File: config.mk
export PLATFORM = sky130hd
export DESIGN_NAME = shift_store_reg
export DESIGN_NICKNAME = d
export VERILOG_FILES = /design/src/rtl/shift_store_pkg.sv /design/src/rtl/shift_store_ctrl.sv /design/src/rtl/shift_store_dp.sv /design/src/rtl/shift_store_reg.sv
export SDC_FILE = /design/constraint.sdc
export NUM_CORES = 1
export LEC_CHECK = 0
export ABC_AREA = 0
export BUFFER_PORTS_ARGS = -buffer_cell sky130_fd_sc_hd__buf_2
export CAP_MARGIN = 20
export CORE_AREA = 2 2 39 41
export CTS_CLUSTER_SIZE = 40
export DETAILED_ROUTE_END_ITERATION = 8
export DIE_AREA = 0 0 41 43
export MAX_ROUTING_LAYER = met4
export PLACE_DENSITY_LB_ADDON = 0.05
export SYNTH_ARGS = -nofsm -noshare
export SYNTH_HDL_FRONTEND = slang
export SYNTH_SLANG_ARGS = --single-unit
File: constraint.sdc
create_clock -name clk -period 0.9 [get_ports clk]
set_clock_uncertainty 0.1 [all_clocks]
set_input_delay 0.045 -clock clk [delete_from_list [all_inputs] [get_ports clk]]
set_output_delay 0.045 -clock clk [all_outputs]
set_load 0.02 [all_outputs]
File: src/rtl/shift_store_pkg.sv
package shift_store_pkg;

  typedef enum logic [1:0] {
    MODE_HOLD = 2'b00,
    MODE_UP   = 2'b01,
    MODE_DOWN = 2'b10,
    MODE_LOAD = 2'b11
  } mode_e;

  // Strobes from control to datapath; all zero means keep the word.
  typedef struct packed {
    logic clear;
    logic load;
    logic shiftUp;
    logic shiftDown;
  } stepCtl_t;

endpackage

File: src/rtl/shift_store_ctrl.sv
module shift_store_ctrl
  import shift_store_pkg::*;
(
  input  logic     clk,
  input  logic     rstN,
  input  logic [1:0] modeSel,
  input  logic     offA,
  input  logic     offB,
  output stepCtl_t ctl,
  output logic     pinDrive
);

  mode_e mode;
  assign mode = mode_e'(modeSel);

  // Clear wins over every mode.
  always_comb begin
    ctl = '0;
    if (!rstN) begin
      ctl.clear = 1'b1;
    end else begin
      unique case (mode)
        MODE_UP:   ctl.shiftUp   = 1'b1;
        MODE_DOWN: ctl.shiftDown = 1'b1;
        MODE_LOAD: ctl.load      = 1'b1;
        default:   ctl           = '0;
      endcase
    end
  end

  // Pins released by either disable, or by load mode so the bus is free.
  logic anyOff;
  logic loadRelease;
  assign anyOff      = offA | offB;
  assign loadRelease = (mode == MODE_LOAD);
  assign pinDrive    = ~(anyOff | loadRelease);

  AST_OFF_RELEASES: assert property (@(posedge clk) disable iff (!rstN)
    (offA || offB) |-> !pinDrive);
  AST_LOAD_RELEASES: assert property (@(posedge clk) disable iff (!rstN)
    (modeSel == 2'b11) |-> !pinDrive);
  AST_ONE_STROBE: assert property (@(posedge clk) disable iff (!rstN)
    $countones(ctl) <= 1);

endmodule

File: src/rtl/shift_store_dp.sv
module shift_store_dp
  import shift_store_pkg::*;
#(
  parameter int WIDTH = 8
) (
  input  logic             clk,
  input  stepCtl_t         ctl,
  input  logic             serInLow,
  input  logic             serInHigh,
  input  logic [WIDTH-1:0] pinIn,
  output logic [WIDTH-1:0] q
);

  localparam int TOP = WIDTH - 1;

  logic [WIDTH-1:0] nextQ;

  for (genvar i = 0; i < WIDTH; i++) begin : g_bit
    logic lowerSrc;
    logic upperSrc;
    if (i == 0) begin : g_low_end
      assign lowerSrc = serInLow;
    end else begin : g_low_mid
      assign lowerSrc = q[i-1];
    end
    if (i == TOP) begin : g_high_end
      assign upperSrc = serInHigh;
    end else begin : g_high_mid
      assign upperSrc = q[i+1];
    end
    assign nextQ[i] = ctl.clear     ? 1'b0 :
                      ctl.load      ? pinIn[i] :
                      ctl.shiftUp   ? lowerSrc :
                      ctl.shiftDown ? upperSrc : q[i];
  end

  always_ff @(posedge clk) begin
    q <= nextQ;
  end

  AST_CLEAR_ZERO: assert property (@(posedge clk)
    ctl.clear |=> (q == '0));
  AST_HOLD_KEEPS: assert property (@(posedge clk) disable iff (ctl.clear)
    (ctl == '0) |=> $stable(q));
  AST_SHIFT_UP: assert property (@(posedge clk) disable iff (ctl.clear)
    ctl.shiftUp |=> (q == {$past(q[TOP-1:0]), $past(serInLow)}));
  AST_SHIFT_DOWN: assert property (@(posedge clk) disable iff (ctl.clear)
    ctl.shiftDown |=> (q == {$past(serInHigh), $past(q[TOP:1])}));
  AST_LOAD_TAKES: assert property (@(posedge clk) disable iff (ctl.clear)
    ctl.load |=> (q == $past(pinIn)));

endmodule

File: src/rtl/shift_store_reg.sv
module shift_store_reg
  import shift_store_pkg::*;
#(
  parameter int WIDTH = 8
) (
  input  logic             clk,
  input  logic             rstN,
  input  logic [1:0]       modeSel,
  input  logic             offA,
  input  logic             offB,
  input  logic             serInLow,
  input  logic             serInHigh,
  input  logic [WIDTH-1:0] pinIn,
  output logic [WIDTH-1:0] pinOut,
  output logic             pinDrive,
  output logic             serOutLow,
  output logic             serOutHigh
);

  stepCtl_t         ctl;
  logic [WIDTH-1:0] word;

  shift_store_ctrl u_ctrl (
    .clk      (clk),
    .rstN     (rstN),
    .modeSel  (modeSel),
    .offA     (offA),
    .offB     (offB),
    .ctl      (ctl),
    .pinDrive (pinDrive)
  );

  shift_store_dp #(.WIDTH(WIDTH)) u_dp (
    .clk       (clk),
    .ctl       (ctl),
    .serInLow  (serInLow),
    .serInHigh (serInHigh),
    .pinIn     (pinIn),
    .q         (word)
  );

  assign pinOut     = word;
  assign serOutLow  = word[0];
  assign serOutHigh = word[WIDTH-1];

endmodule

==> impl_metrics.yaml <==
outcome:
  status: "finished clean"
setup_path:
  worst-path-buf-inv: 1
  critPathTopFamily: "flip-flops"
  end_kind: "output port"
  r2r_slack_ns: 0.08
  cp.arrival_ns: 0.73
  reg2reg_from: "u_dp.q[0]"
  path_cells: "buf_6"
  startpoint_type: "register"
  crit_required_ns: 0.75
  ff2ff_path_depth: 2
  crit_type: "reg2out"
  reg2reg_to: "u_dp.q[1]"
  worst-path-max-fanout: 4
  slowest_delay_ns: 0.35
  crit_path_top_delay_cell: "dfxtp_4"
timing:
  relSlewSlack_pct: 78.3
  hold_ws_ns: 0.0120
  post-route-period-util_pct: 97.2
  period_minus_slack_ns: 0.874
  worstMarginPinSlew_ns: 0.326
  hold_violations: 0
  slew_viol_final: 0
  max_freq_mhz: 1140
  rsz0062_at_grt: "true"
  setup_viol: 0
layout:
  top_regs: "u_dp.q x8"
  drive_above_1_share_pct: 48.5
  diodes: 0
  largest_register_ffs: 8
  final_nets: 86
  regMostFlops: "u_dp.q"
  final_util_pct: 52.4
  syn_to_final_growth_pct: 65.7
clock_network:
  cts_root_buf: "clkbuf_4"
  clkLatencyLatePin_ns: 0.25
  clock-sinks: 8
  clk_pin_slew_ns: 0.05
  h-tree-depth: 1
  cts_buffers: 3
  post_cts_buffers: 0
  clockBufferDepth: 2
  cts_tree: "built"
floorplanning:
  num_rows: 14
  dieArea_mm2: 0.00176
  start_util_pct: 31.6
  die_h_um: 43
  die_x_um: 41
  design.core.area_mm2: 0.00138
  io_pins: 27
job:
  cap_violations: 0
synth:
  yosysWarnings: 0
  ys_seq_area_share_pct: 36.6
  synth_cell_type_count: 10
  ys_ff_latch: 8
  synth.top_cells.by_area: "dfxtp_1 (37%), mux2i_1 (37%), o22ai_1 (11%)"
  synth_area_um2: 438
  syn_avg_cell_area_um2: 10.9
  synth_top_area_cell: "dfxtp_1"
  syn_inst: 40
  syn_nets: 56
  synth_top_area_share_pct: 36.6
detailed_routing:
  wire_per_inst_um: 11.9
  via_count: 407
  vias_per_cell: 4.85
  antenna_left: 0
  drcViolationCount: 0
  first_iter_violations: 0
  firstDrtPassIters: 1
  wl_mm: 1.00
grt:
  antenna_found_initial: 0
  grt_pass1_vias: 399
  grt_pass1_wl_mm: 1.64
  grt_use_total_pct: 14.3
  grt_max_degree: 18
  grt_overflow: 0
placed_design:
  hpwlAfterDp_um: 684
  port_buffers: 26
  gp_congestion: 0.600
power_and_ir_drop:
  power_density_mw_per_mm2: 1260
  p_leak_nw: 0.358
  ir_drop_mv: 0.634
min_path:
  hp-start: "pinIn[6]"
  hold_depth: 3
  holdPathEnd: "u_dp.q[6]"
  hold_class: "in2reg"
==> cells in the mapped netlist <==
| cell | instances |
|---|---|
| a211oi_1 | 1 |
| buf_1 | 1 |
| buf_12 | 1 |
| buf_4 | 2 |
| buf_6 | 1 |
| dfxtp_1 | 8 |
| mux2i_1 | 16 |
| nand2_1 | 1 |
| nand2b_1 | 1 |
| o22ai_1 | 8 |
==> cells in the final DEF, fill, tap and decap left out, drive strengths merged <==
master,synthesis,final
a211oi,1,1
o22ai,8,8
clkbuf,0,3
dlygate4sd3,0,6
dfxtp,8,8
nand2,1,1
mux2i,16,16
nand2b,1,1
buf,5,21
dlymetal6s4s,0,3
==> worst max path at each step <==
stage	from	endpoint	slack [ns]	cells past startpoint
after global routing	u_dp.q[4]	pinOut[4]	-0.002	1
after floorplan	u_dp.q[6]	u_dp.q[7]	0.02	2
after global placement	modeSel[0]	u_dp.q[7]	-0.14	3
after detailed placement	modeSel[0]	u_dp.q[1]	-0.14	3
after CTS	u_dp.q[1]	pinOut[1]	0.0003	1
final	u_dp.q[1]	pinOut[1]	0.03	1
==> per-stage QoR <==
step           cells  instance area, µm²  power [mW]  setup TNS (ns)  setup slack (ns)
2_1_floorplan     40                 443       0.543               0            0.0243
5_1_grt           84                 726       0.967        -0.00196          -0.00189
3_3_place_gp      77                 543       0.596          -0.966            -0.137
4_1_cts           89                 697       0.929               0          0.000316
6_report          84                 726       0.915               0            0.0255
3_5_place_dp      77                 543       0.596           -1.03            -0.140
==> where the power goes <==
| part | total, mW | internal [mW] | switching, mW |
|---|---|---|---|
| clock | 0.271 | 0.152 | 0.118 |
| sequential | 0.398 | 0.373 | 0.0250 |
| combinational | 0.246 | 0.140 | 0.106 |
==> area by class of cell <==
class | count | area, µm²
fillers | 128 | 658
repair buffers | 30 | 268
multi-input cells | 27 | 233
flip-flops and latches | 8 | 183
clock buffers | 3 | 22.5
well taps | 16 | 20.0
==> metal layers <==
layer | global-route usage [%] | part of all wire, %
met3 | 6.28 | 8.2
met1 | 17.7 | 47
met2 | 20.6 | 45
met5 | - | 0
met4 | 4.00 | 0
==> kinds of logic after synthesis <==
logic type	Yosys count	synth area share [%]
muxes	16	36.6
AOI/OAI and AO/OA	9	13.1
DFF	8	36.6
buffers and inverters	5	11.4
and+or+nand+nor	2	2.29
==> repair_timing <==
action | 4_1_cts | 5_1_grt
hold buffers | 9 | 0
hold endpoints to repair | 7 | 0
pin swaps | 0 | 4
endpoints found under the setup margin | 11 | 16
gates resized for setup | 20 | 17
==> worst reg2reg max path: stages, from the launching register on <==
cell and delay [ns]:
dfxtp_4 0.35, mux2i_1 0.16, o22ai_1 0.09
No activity file was read; power rests on OpenSTA's default activity.
